--- config.mk ---
export PLATFORM = sky130hd
export DESIGN_NAME = gpio_port_ctrl
export DESIGN_NICKNAME = d
export VERILOG_FILES = /design/src/rtl/gpio_port_pkg.sv /design/src/rtl/gpio_in_sync.sv /design/src/rtl/gpio_regfile.sv /design/src/rtl/gpio_pin_mux.sv /design/src/rtl/gpio_port_ctrl.sv
export SDC_FILE = /design/constraint.sdc
export NUM_CORES = 1
export LEC_CHECK = 0
export ABC_AREA = 1
export BUFFER_PORTS_ARGS = -buffer_cell sky130_fd_sc_hd__buf_2
export CORE_MARGIN = 4
export CORE_UTILIZATION = 58
export CTS_CLUSTER_SIZE = 20
export DETAILED_ROUTE_END_ITERATION = 12
export PLACE_DENSITY = 0.92
export SYNTH_ARGS = -nofsm -noshare
export SYNTH_HDL_FRONTEND = slang
export SYNTH_SLANG_ARGS = --single-unit
--- constraint.sdc ---
create_clock -name clk -period 1.4 [get_ports clk]
set_input_delay 0 -clock clk [delete_from_list [all_inputs] [get_ports clk]]
set_output_delay 0 -clock clk [all_outputs]
set_load 0.02 [all_outputs]
--- src/rtl/gpio_port_pkg.sv ---
package gpio_port_pkg;
  localparam int NPINS   = 32;
  localparam int WORD_W  = 32;
  localparam int SEL_W   = 2;
  localparam int SEL_PER_WORD = WORD_W / SEL_W;
  localparam int NWORDS  = 18;

  localparam int A_OUT  = 0;
  localparam int A_EN   = 1;
  localparam int A_VSL  = 2;
  localparam int A_VSH  = 3;
  localparam int A_ESL  = 4;
  localparam int A_ESH  = 5;
  localparam int A_OD   = 6;
  localparam int A_IN   = 7;
  localparam int A_RSV  = 11;

  // bit position of a pin in any one-bit-per-pin vector (MSB-first)
  function automatic int pin_bit(input int pin);
    return NPINS - 1 - pin;
  endfunction

  // top bit of the 2-bit select field for a pin inside its word
  function automatic int sel_top(input int pin);
    return WORD_W - 1 - SEL_W * (pin % SEL_PER_WORD);
  endfunction

  function automatic logic [SEL_W-1:0] sel_field(input logic [WORD_W-1:0] lo,
                                                 input logic [WORD_W-1:0] hi,
                                                 input int pin);
    logic [WORD_W-1:0] w;
    w = (pin < SEL_PER_WORD) ? lo : hi;
    return w[sel_top(pin) -: SEL_W];
  endfunction

  function automatic bit word_writable(input int idx);
    return (idx < NWORDS) && (idx != A_IN) && (idx != A_RSV);
  endfunction
endpackage

--- src/rtl/gpio_in_sync.sv ---
module gpio_in_sync #(
  parameter int W      = 32,
  parameter int STAGES = 2
) (
  input  logic         clk,
  input  logic         rst_n,
  input  logic [W-1:0] din,
  output logic [W-1:0] dout
);
  logic [STAGES-1:0][W-1:0] chain_q;

  always_ff @(posedge clk) begin
    if (!rst_n) chain_q <= '0;
    else        chain_q <= {chain_q[STAGES-2:0], din};
  end

  assign dout = chain_q[STAGES-1];

  // cycles since reset, saturating, so the latency check never looks before reset
  logic [1:0] age_q;
  always_ff @(posedge clk) begin
    if (!rst_n)            age_q <= '0;
    else if (age_q != 2'd3) age_q <= age_q + 2'd1;
  end

  if (STAGES == 2) begin : g_chk2
    AST_SYNC_LATENCY: assert property (@(posedge clk) disable iff (!rst_n)
      (age_q >= 2'd2) |-> (dout == $past(din, 2)));
  end
endmodule

--- src/rtl/gpio_regfile.sv ---
module gpio_regfile
  import gpio_port_pkg::*;
#(
  parameter int ADDR_W = 5
) (
  input  logic              clk,
  input  logic              rst_n,
  input  logic [ADDR_W-1:0] bus_addr,
  input  logic              bus_we,
  input  logic [WORD_W-1:0] bus_wdata,
  output logic [WORD_W-1:0] bus_rdata,
  input  logic [WORD_W-1:0] in_sync,
  output logic [WORD_W-1:0] out_q,
  output logic [WORD_W-1:0] en_q,
  output logic [WORD_W-1:0] vsl_q,
  output logic [WORD_W-1:0] vsh_q,
  output logic [WORD_W-1:0] esl_q,
  output logic [WORD_W-1:0] esh_q,
  output logic [WORD_W-1:0] od_q
);
  logic [WORD_W-1:0] regs_q [NWORDS];
  logic [NWORDS-1:0] wr_hit;

  for (genvar w = 0; w < NWORDS; w++) begin : g_word
    assign wr_hit[w] = bus_we && (bus_addr == ADDR_W'(w));
    if (word_writable(w)) begin : g_rw
      always_ff @(posedge clk) begin
        if (!rst_n)         regs_q[w] <= '0;
        else if (wr_hit[w]) regs_q[w] <= bus_wdata;
      end
    end else begin : g_ro
      assign regs_q[w] = '0;
    end
  end

  always_comb begin
    bus_rdata = '0;
    for (int w = 0; w < NWORDS; w++) begin
      if (bus_addr == ADDR_W'(w)) bus_rdata = (w == A_IN) ? in_sync : regs_q[w];
    end
  end

  assign out_q = regs_q[A_OUT];
  assign en_q  = regs_q[A_EN];
  assign vsl_q = regs_q[A_VSL];
  assign vsh_q = regs_q[A_VSH];
  assign esl_q = regs_q[A_ESL];
  assign esh_q = regs_q[A_ESH];
  assign od_q  = regs_q[A_OD];

  AST_RSV_READS_ZERO: assert property (@(posedge clk) disable iff (!rst_n)
    (bus_addr == ADDR_W'(A_RSV)) |-> (bus_rdata == '0));
  AST_OUT_WRITE_LANDS: assert property (@(posedge clk) disable iff (!rst_n)
    wr_hit[A_OUT] |=> (out_q == $past(bus_wdata)));
  AST_OD_HOLDS: assert property (@(posedge clk) disable iff (!rst_n)
    !wr_hit[A_OD] |=> $stable(od_q));
endmodule

--- src/rtl/gpio_pin_mux.sv ---
module gpio_pin_mux
  import gpio_port_pkg::*;
(
  input  logic              clk,
  input  logic              rst_n,
  input  logic [WORD_W-1:0] out_q,
  input  logic [WORD_W-1:0] en_q,
  input  logic [WORD_W-1:0] vsl_q,
  input  logic [WORD_W-1:0] vsh_q,
  input  logic [WORD_W-1:0] esl_q,
  input  logic [WORD_W-1:0] esh_q,
  input  logic [WORD_W-1:0] od_q,
  input  logic [NPINS-1:0]  alt_val1,
  input  logic [NPINS-1:0]  alt_val2,
  input  logic [NPINS-1:0]  alt_val3,
  input  logic [NPINS-1:0]  alt_en1,
  input  logic [NPINS-1:0]  alt_en2,
  input  logic [NPINS-1:0]  alt_en3,
  output logic [NPINS-1:0]  pad_out,
  output logic [NPINS-1:0]  pad_oe
);
  // selected value and enable per pin, before open-drain resolution
  logic [NPINS-1:0] sel_val;
  logic [NPINS-1:0] sel_en;

  for (genvar p = 0; p < NPINS; p++) begin : g_pin
    localparam int B = pin_bit(p);
    logic [SEL_W-1:0] vcode, ecode;
    assign vcode = sel_field(vsl_q, vsh_q, p);
    assign ecode = sel_field(esl_q, esh_q, p);

    always_comb begin
      unique case (vcode)
        2'd1:    sel_val[B] = alt_val1[B];
        2'd2:    sel_val[B] = alt_val2[B];
        2'd3:    sel_val[B] = alt_val3[B];
        default: sel_val[B] = out_q[B];
      endcase
      unique case (ecode)
        2'd1:    sel_en[B] = alt_en1[B];
        2'd2:    sel_en[B] = alt_en2[B];
        2'd3:    sel_en[B] = alt_en3[B];
        default: sel_en[B] = en_q[B];
      endcase
    end

    assign pad_oe[B]  = od_q[B] ? (sel_en[B] & ~sel_val[B]) : sel_en[B];
    assign pad_out[B] = od_q[B] ? 1'b0 : sel_val[B];

    AST_GPIO_FLOAT: assert property (@(posedge clk) disable iff (!rst_n)
      (ecode == 2'd0 && !en_q[B]) |-> !pad_oe[B]);
    AST_ALT1_VALUE: assert property (@(posedge clk) disable iff (!rst_n)
      (vcode == 2'd1 && !od_q[B]) |-> (pad_out[B] == alt_val1[B]));
  end

  AST_OD_NEVER_HIGH: assert property (@(posedge clk) disable iff (!rst_n)
    ((pad_out & od_q) == '0));
  AST_OD_ONLY_PULLS_LOW: assert property (@(posedge clk) disable iff (!rst_n)
    ((pad_oe & od_q & sel_val) == '0));
endmodule

--- src/rtl/gpio_port_ctrl.sv ---
module gpio_port_ctrl #(
  parameter int ADDR_W      = 5,
  parameter int SYNC_STAGES = 2
) (
  input  logic        clk,
  input  logic        rst_n,
  input  logic [ADDR_W-1:0] bus_addr,
  input  logic        bus_we,
  input  logic [31:0] bus_wdata,
  output logic [31:0] bus_rdata,
  input  logic [31:0] pin_in,
  input  logic [31:0] alt_val1,
  input  logic [31:0] alt_val2,
  input  logic [31:0] alt_val3,
  input  logic [31:0] alt_en1,
  input  logic [31:0] alt_en2,
  input  logic [31:0] alt_en3,
  output logic [31:0] pad_out,
  output logic [31:0] pad_oe
);
  import gpio_port_pkg::*;

  logic [WORD_W-1:0] in_sync;
  logic [WORD_W-1:0] out_q, en_q, vsl_q, vsh_q, esl_q, esh_q, od_q;

  gpio_in_sync #(.W(NPINS), .STAGES(SYNC_STAGES)) u_sync (
    .clk(clk), .rst_n(rst_n), .din(pin_in), .dout(in_sync)
  );

  gpio_regfile #(.ADDR_W(ADDR_W)) u_regs (
    .clk(clk), .rst_n(rst_n),
    .bus_addr(bus_addr), .bus_we(bus_we), .bus_wdata(bus_wdata), .bus_rdata(bus_rdata),
    .in_sync(in_sync),
    .out_q(out_q), .en_q(en_q), .vsl_q(vsl_q), .vsh_q(vsh_q),
    .esl_q(esl_q), .esh_q(esh_q), .od_q(od_q)
  );

  gpio_pin_mux u_mux (
    .clk(clk), .rst_n(rst_n),
    .out_q(out_q), .en_q(en_q), .vsl_q(vsl_q), .vsh_q(vsh_q),
    .esl_q(esl_q), .esh_q(esh_q), .od_q(od_q),
    .alt_val1(alt_val1), .alt_val2(alt_val2), .alt_val3(alt_val3),
    .alt_en1(alt_en1), .alt_en2(alt_en2), .alt_en3(alt_en3),
    .pad_out(pad_out), .pad_oe(pad_oe)
  );

  AST_FLOAT_WITHOUT_ENABLE: assert property (@(posedge clk) disable iff (!rst_n)
    (en_q == '0 && esl_q == '0 && esh_q == '0) |-> (pad_oe == '0));
endmodule

==> impl_metrics.csv, run 1 <==
group,metric,value,unit
clock_network,cts_htree_levels,2,
synthesis,avgSynthCellArea,6.69,µm²
global_route,grt_use_total,0.795,
placement,hpwl,70900,µm
clock_network,clkSinkCount,576,
synthesis,synth_fp_nets,4205,
placement,placedCellCount,4971,
floorplan,ioPinCount,360,
placement,dpl_cell_area,31200,µm²
global_route,grt_max_degree,101,
clock_network,cts.path.max_buffers,3,
placement,port_buffers,359,
synthesis,ys_seq_area_frac,0.438,
synthesis,yosysWarnings,0,
synthesis,synth_cell_types,27,
floorplan,die_y,221,µm
clock_network,cts_buffers,55,
synthesis,netlist_area,26300,µm²
placement,gp_congestion,1.08,
global_route,antenna_found_initial,30,
synthesis,ys_seq_elements,576,
timing,grt-worst-endpoint,"bus_rdata[18]",
outcome,stop_stage,"global routing",
synthesis,syn_inst,3941,
timing,worstEndpointType,"output port",
outcome,status,"did not finish",
outcome,firstError,"[ERROR GRT-0232] Routing congestion too high. Check the congestion heatmap in the GUI.",
clock_network,clock_tree.root_cell,"clkbuf_16",
floorplan,fp.dieW,221,µm
global_route,overflow,180,
floorplan,rows,77,
floorplan,start_util,0.591,
==> cells by family after synthesis <==
logic type | synth area share
buffers and inverters | 0.110
flip-flops | 0.438
AND/OR/NAND/NOR | 0.245
AO/OA/AOI/OAI | 0.208
==> stage by stage <==
stage          setup slack (ns)  setup TNS (ns)
2_1_floorplan           0.00378               0
3_5_place_dp             -0.595          -71.20
4_1_cts                  -0.907          -48.52
3_3_place_gp             -0.483          -45.71
==> layer usage <==
layer | track usage | overflow
met1 | 0.779 | 6
met2 | 0.898 | 87
met3 | 0.748 | 10
met4 | 0.733 | 76
met5 | 0.632 | 1
==> what timing repair did <==
action / CTS
endpoints found under the setup margin: 96
buffers inserted: 16
resized for setup: 492
hold endpoints to repair: 561
pin swaps: 121
hold buffers: 89
==> cell usage after synthesis, drive strengths merged <==
| master | count | area, µm² |
|---|---|---|
| o21ai | 505 | 2530 |
| clkinv | 3 | 11.3 |
| dfxtp | 576 | 11500 |
| or2 | 14 | 87.6 |
| nand3b | 4 | 30.0 |
| nor3 | 6 | 30.0 |
| a22oi | 10 | 75.1 |
| nand3 | 273 | 1380 |
| a21oi | 490 | 2450 |
| nand4 | 80 | 500 |
| o22ai | 32 | 200 |
| nand2 | 859 | 3230 |
| inv | 478 | 1790 |
| nor2 | 309 | 1190 |
| o21bai | 3 | 22.5 |
| buf | 42 | 211 |
| clkbuf | 235 | 882 |
| a32oi | 22 | 193 |
==> inputs of run 2 (changes only) <==
- CORE_UTILIZATION: 58 -> 40
- CTS_CLUSTER_SIZE: 20 -> not set
- PLACE_DENSITY: 0.92 -> not set
- PLACE_DENSITY_LB_ADDON: not set -> 0.15
==> run 2 against run 1 <==
The flow now finishes, with violations (negative setup slack). Synthesized cell count is the same. Area after synthesis did not move.
==> impl_metrics.csv, run 2 <==
group,metric,value,unit
timing,max_freq,0.425,GHz
critical_path,r2r_slack,0.57,ns
detailed_routing,ant_nets,0,
clock_network,cts.reportedPaths.clkPinSlew,0.07,ns
detailed_routing,drcViolationCount,0,
min_path,hp-start,"bus_addr[0]",
synthesis,synth_cell_types,27,
critical_path,crit_required,1.40,ns
synthesis,yosysWarnings,0,
power,vdd_drop_max,931,µV
critical_path,r2r_cells,4,
final_layout,layout_common_cells,"nand2_1 (772), dfxtp_1 (499), a21oi_1 (490)",
run,drv_cap,0,
clock_network,cts_tree,"built",
clock_network,cts.path.max_buffers,3,
floorplan,die_y,265,µm
timing,period_needed,2.36,ns
critical_path,r2r_start,"u_regs.vsh_q[12]",
timing,setup_ws,-0.955,ns
final_layout,nNetsFinal,4870,
clock_network,clock_tree.root_cell,"clkbuf_16",
final_layout,layout_commonest_cell,"nand2_1",
outcome,status,"complete, but fails checks",
placement,port_buffers,359,
critical_path,critPathMaxFanout,2,
final_layout,area_growth,40.8,%
critical_path,cp-start-kind,"flop",
power,p_leak,0.0155,µW
floorplan,ioPinCount,360,
clock_network,clk_latency,0.63,ns
final_layout,drive_above_1_share,0.299,
placement,hpwl,79000,µm
synthesis,syn_inst,3941,
clock_network,clkSinkCount,576,
floorplan,rows,93,
global_route,grt_use_total,0.300,
global_route,grt_max_degree,76,
global_route,overflow,0,
final_layout,regMostFlops,"u_regs.regs_q",
global_route,grt_pass1_vias,27000,
synthesis,netlist_area,26300,µm²
placement,dpl_cell_area,32300,µm²
min_path,worstHoldEndpoint,"u_regs.esl_q[9]",
critical_path,endpoint_kind,"primary output",
timing,final.setup.tns,-50.24,ns
detailed_routing,drt-initial-drc-count,2841,
synthesis,synthArstFlopShare,0,
synthesis,ys_seq_elements,576,
synthesis,synth_edf_count,0,
detailed_routing,dr.pass1.iters,7,
timing,slew_violations,0,
global_route,grt_pass1_wl,164000,µm
critical_path,crit_type,"flop to primary output",
global_route,busiest_layer,"met2",
synthesis,synth_area_leaders,"dfxtp_1 (44%), nand2_1 (12%), a21oi_1 (9.3%)",
synthesis,yosys.area.top_type,"dfxtp_1",
power,powerDensity,999,nW/µm²
final_layout,largest_reg_flops,288,
synthesis,ys.flop_type,"dfxtp_1",
synthesis,synth_fp_nets,4205,
global_route,grt_use_met3,0.0585,
final_layout,fin_area,37100,µm²
final_layout,ff_latch_area,11600,µm²
timing,slew-limit-headroom,0.577,
final_layout,layout.cells.non_filler,5508,
floorplan,die-area,70000,µm²
clock_network,cts_buffers,61,
critical_path,worstPathArrival,2.36,ns
synthesis,ys_seq_area_frac,0.438,
floorplan,fp.dieW,265,µm
placement,placedCellCount,5317,
final_layout,multi_input_area,13100,µm²
timing,hold_viol,0,
timing,tightest_slew,0.634,ns
min_path,hold_path.class,"input port to flop",
detailed_routing,finalWirelength,111000,µm
floorplan,core-area,64800,µm²
synthesis,yosysMostFrequentCell,"nand2_1",
placement,gp_congestion,0.956,
clock_network,cts_htree_levels,2,
min_path,holdPathStages,7,
timing,clock_skew,0.00836,ns
detailed_routing,via_count,29100,
detailed_routing,viasPerCell,5.28,
synthesis,avgSynthCellArea,6.69,µm²
final_layout,nFillCells,6178,
timing,rsz0062_at_grt,"true",
detailed_routing,wl_per_cell,20.1,µm
power,totalPowerFinal,37100,µW
synthesis,yosys-top-cells-count,"nand2_1 (855), dfxtp_1 (576), a21oi_1 (490), o21ai_0 (486), inv_1 (472)",
global_route,grtUsageMet2,0.476,
global_route,grt_use_met1,0.412,
timing,setup_viol,96,
synthesis,synth_top_area_frac,0.438,
floorplan,start_util,0.406,
global_route,antenna_found_initial,3,
critical_path,r2r_end,"u_regs.vsh_q[12]",
outcome,violations,"negative setup slack",
timing,period_share,1.68,
[run 2: through the flow]
stage | hold WS (ns) | setup WS [ns] | util
2_1_floorplan | 0.0976 | 0.00378 | -
3_3_place_gp | 0.187 | -0.783 | 0.498
3_5_place_dp | 0.187 | -0.791 | 0.498
4_1_cts | 0.0361 | -0.974 | 0.561
5_1_grt | 0.0796 | -1.04 | 0.572
6_report | 0.0664 | -0.955 | 0.573
[run 2: cells by family (layout without fill, tap and decap cells)]
kind of cell,count (synthesis),count (layout),share of synthesized area
AOI/OAI and AO/OA,1062,1062,0.208
buffers and inverters,758,1469,0.110
DFF,576,576,0.438
other,0,1,0
and+or+nand+nor,1545,1545,0.245
[run 2: layout make-up]
| class | count | area share |
|---|---|---|
| clock buffer | 86 | 0.0472 |
| tap | 855 | 0.0288 |
| multi-input combinational | 2607 | 0.354 |
| timing repair buffer | 879 | 0.198 |
| sequential | 576 | 0.314 |
| antenna | 1 | 0.0000674 |
| inverter | 481 | 0.0509 |
| clock inverter | 23 | 0.00749 |
[run 2: worst max path at each step]
stage | cells after the start | slack (ns) | endpoint | startpoint
3_5_place_dp | 17 | -0.79 | bus_rdata[18] | bus_addr[4]
5_1_grt | 11 | -1.04 | bus_rdata[7] | u_regs.en_q[7]
4_1_cts | 11 | -0.97 | bus_rdata[7] | u_regs.en_q[7]
6_report | 11 | -0.96 | bus_rdata[18] | u_regs.vsl_q[18]
2_1_floorplan | 16 | 0.004 | bus_rdata[11] | bus_addr[4]
3_3_place_gp | 17 | -0.78 | bus_rdata[18] | bus_addr[4]
[run 2: timing repair]
item,in CTS,in global routing
buffers inserted,17,23
pin swaps,138,179
hold endpoints to repair,558,0
hold buffers,71,0
endpoints found under the setup margin,96,100
resized for setup,561,281
[run 2: worst max-delay path, stage by stage, from the launching register on]
cell and delay [ns]:
dfxtp_2 0.34, nand2_2 0.10, nand3_2 0.11, nor2_4 0.19, nand4_1 0.11, nand2_1 0.11
nand3b_1 0.13, nand2_2 0.10, nand4_1 0.16, nor2_1 0.14, nand3_1 0.08, buf_2 0.16
[run 2: power by group]
group	internal [µW]	leakage [µW]	switching, µW
Sequential	16600	0.00470	123
Combinational	1370	0.00979	2270
Clock	9750	0.00100	6920
[run 2: per-layer routing]
layer  up-vias  part of all wire
met2      1270              0.45
met3       204             0.091
li1      14100                 -
met4         4             0.035
met1     13500              0.43
met5         -           0.00021
Power figures use the tool's default switching activity.
==> inputs of run 3 (changes only) <==
- SYNTH_HIERARCHICAL: not set -> 1
==> run 3 against run 2 <==
The run still ends with negative setup slack left. Wire length increased by 0.45%. Sequential share of layout area is 0.96 points lower. Register-to-register slack lost 0.05 ns. Setup slack improved by 0.055 ns. Sequential power is essentially flat. Total power shrank 1.9%. Synthesized cell count is 14% higher. Die area is 11% higher. Final cell count up 7.0%. Count of clock-buffer cells in the layout up 4.
==> impl_metrics.csv, run 3 <==
group,metric,value,unit
outcome,status,"complete, but fails checks",
outcome,violations,"negative setup slack",
floorplan,die_y,279,µm
floorplan,rows,98,
power,clockPowerShare,0.445,
clock_network,clock_tree.root_cell,"clkbuf_16",
synthesis,ys.flop_type,"dfxtp_1",
critical_path,cp-start-kind,"flop",
floorplan,die-area,77600,µm²
placement,gp_congestion,0.940,
clock_network,cts_buffers,61,
power,totalPowerFinal,36400,µW
run,drv_cap,0,
final_layout,drive_above_1_share,0.315,
clock_network,cts.reportedPaths.clkPinSlew,0.06,ns
floorplan,core-area,72000,µm²
timing,setup_ws,-0.900,ns
critical_path,r2r_end,"u_regs/vsl_q[17]",
synthesis,yosysWarnings,6,
min_path,holdPathStages,6,
timing,setup_viol,96,
final_layout,area_growth,31.8,%
min_path,worstHoldEndpoint,"u_regs/regs_q[83]",
critical_path,endpoint_kind,"primary output",
clock_network,cts.path.max_buffers,3,
placement,hpwl,79500,µm
critical_path,crit_path_cell_trace,"nand2_1 > nand3_1 > a21oi_1 > nand4_1 > nand2_1 > nand3_2 > nand2_2 > nand4_1 > nand2_1 > nand3_2 > buf_6",
power,sequentialPowerShare,0.461,
timing,slew-limit-headroom,0.656,
final_layout,layout_common_cells,"nand2_1 (877), dfxtp_1 (423), nor2_1 (401)",
critical_path,r2r_cells,3,
floorplan,start_util,0.407,
final_layout,layout_commonest_cell,"nand2_1",
synthesis,ys_seq_area_frac,0.394,
critical_path,r2r_slack,0.52,ns
synthesis,synth_top_area_frac,0.394,
synthesis,netlist_area,29300,µm²
critical_path,r2r_start,"u_regs/vsl_q[17]",
timing,tightest_slew,0.516,ns
critical_path,critPathMaxFanout,2,
detailed_routing,drt-initial-drc-count,2333,
global_route,grt_pass1_wl,166000,µm
clock_network,cts_htree_levels,2,
critical_path,crit_required,1.40,ns
timing,period_share,1.64,
detailed_routing,viasPerCell,5.10,
final_layout,largest_reg_flops,288,
synthesis,synth_cell_types,24,
power,switching_power,9120,µW
timing,slew_violations,0,
synthesis,avgSynthCellArea,6.54,µm²
timing,hold_viol,0,
final_layout,nNetsFinal,5159,
timing,max_freq,0.435,GHz
global_route,antenna_found_initial,5,
timing,rsz0062_at_grt,"true",
global_route,grt_pass1_vias,27900,
synthesis,ys_seq_elements,576,
global_route,grt_max_degree,86,
critical_path,worst_path_most_repeated_cell,"nand2_1",
critical_path,crit_type,"flop to primary output",
critical_path,max_stage_delay,0.34,ns
global_route,overflow,0,
detailed_routing,drcViolationCount,0,
floorplan,fp.dieW,279,µm
synthesis,yosys.area.top_type,"dfxtp_1",
detailed_routing,wl_per_cell,18.8,µm
synthesis,yosysMostFrequentCell,"nand2_1",
detailed_routing,via_count,30100,
final_layout,regMostFlops,"u_regs/regs_q",
placement,port_buffers,359,
floorplan,ioPinCount,360,
synthesis,synth_area_leaders,"dfxtp_1 (39%), nand2_1 (13%), nand3_1 (7.3%)",
clock_network,clk_latency,0.64,ns
clock_network,cts_tree,"built",
detailed_routing,ant_nets,0,
synthesis,yosys-top-cells-count,"nand2_1 (1024), dfxtp_1 (576), inv_1 (472), nand3_1 (429), nor2_1 (428)",
critical_path,crit_path_top_delay_cell,"dfxtp_2",
power,swShare,0.251,
clock_network,clkSinkCount,576,
power,internal_power,27300,µW
synthesis,synth_edf_count,0,
min_path,hold_path.class,"input port to flop",
timing,period_needed,2.30,ns
power,p_leak,0.0164,µW
power,vdd_drop_max,875,µV
global_route,grt_use_total,0.271,
power,p_comb_frac,0.095,
critical_path,worstPathArrival,2.30,ns
power,powerDensity,943,nW/µm²
synthesis,synth_fp_nets,4743,
detailed_routing,finalWirelength,111000,µm
synthesis,syn_inst,4479,
timing,clock_skew,0.00537,ns
synthesis,synthArstFlopShare,0,
detailed_routing,dr.pass1.iters,6,
min_path,hp-start,"bus_addr[3]",
timing,final.setup.tns,-36.92,ns
-- run 3: kinds of logic after synthesis --
family	after synthesis	synth area share
AOI/OAI and AO/OA	783	0.134
buffers and inverters	1055	0.171
DFF	576	0.394
and+or+nand+nor	2065	0.301
-- run 3: layout make-up --
class	instances	area (µm²)
clock inverter	19	199
sequential	576	11700
fill	7066	33400
timing repair buffer	884	7450
clock buffer	90	1780
inverter	524	2100
antenna	4	10.0
multi-input combinational	2848	14100
tap	950	1190
-- run 3: critical path, delay by kind of cell (launching register included) --
family	cells	cell delay (ns)
and+or+nand+nor	9	1.07
DFF	1	0.34
buffers and inverters	1	0.14
AOI/OAI and AO/OA	1	0.13
-- run 3: through the flow --
step	instances	setup slack, ns	cell area [µm²]	hold slack [ns]	utilization
floorplan	4479	0.0287	29300	0.0935	-
global placement	5692	-0.715	33200	0.187	0.462
detailed placement	5692	-0.724	33200	0.187	0.462
CTS	5888	-0.943	37400	0.00142	0.519
global route	5893	-1.03	38600	0.0935	0.536
finish	5895	-0.900	38600	0.0383	0.536
-- run 3: power groups by stage --
stage / combinational [µW] / sequential, µW / clock, µW
4_1_cts: 3300 / 16800 / 16400
3_3_place_gp: 2950 / 17100 / 0
2_1_floorplan: 1550 / 17100 / 0
3_5_place_dp: 2950 / 17100 / 0
5_1_grt: 3730 / 16800 / 17100
6_report: 3440 / 16800 / 16200
-- run 3: timing repair --
item                       in CTS  in global routing
hold buffers                   85                  0
gates cloned                    0                  0
pin swaps                     127                206
hold endpoints to repair      560                  0
setup endpoints to repair      96                104
resized for setup             491                432
buffers inserted               10                 31
-- run 3: per-layer routing --
metal | vias to the layer above | share of wire | GRT usage
met5 | - | 0 | 0
met4 | 0 | 0.028 | 0.0682
met3 | 150 | 0.076 | 0.0393
met2 | 1167 | 0.47 | 0.451
met1 | 14000 | 0.43 | 0.372
li1 | 14800 | - | -
-- run 3: worst max-delay path by stage --
stage	start	end	slack, ns
2_1_floorplan	bus_addr[0]	bus_rdata[24]	0.03
3_3_place_gp	bus_addr[0]	bus_rdata[9]	-0.71
3_5_place_dp	bus_addr[0]	bus_rdata[16]	-0.72
4_1_cts	u_regs/vsl_q[6]	bus_rdata[6]	-0.94
5_1_grt	u_regs/vsl_q[11]	bus_rdata[11]	-1.03
6_report	u_regs/out_q[19]	bus_rdata[19]	-0.90
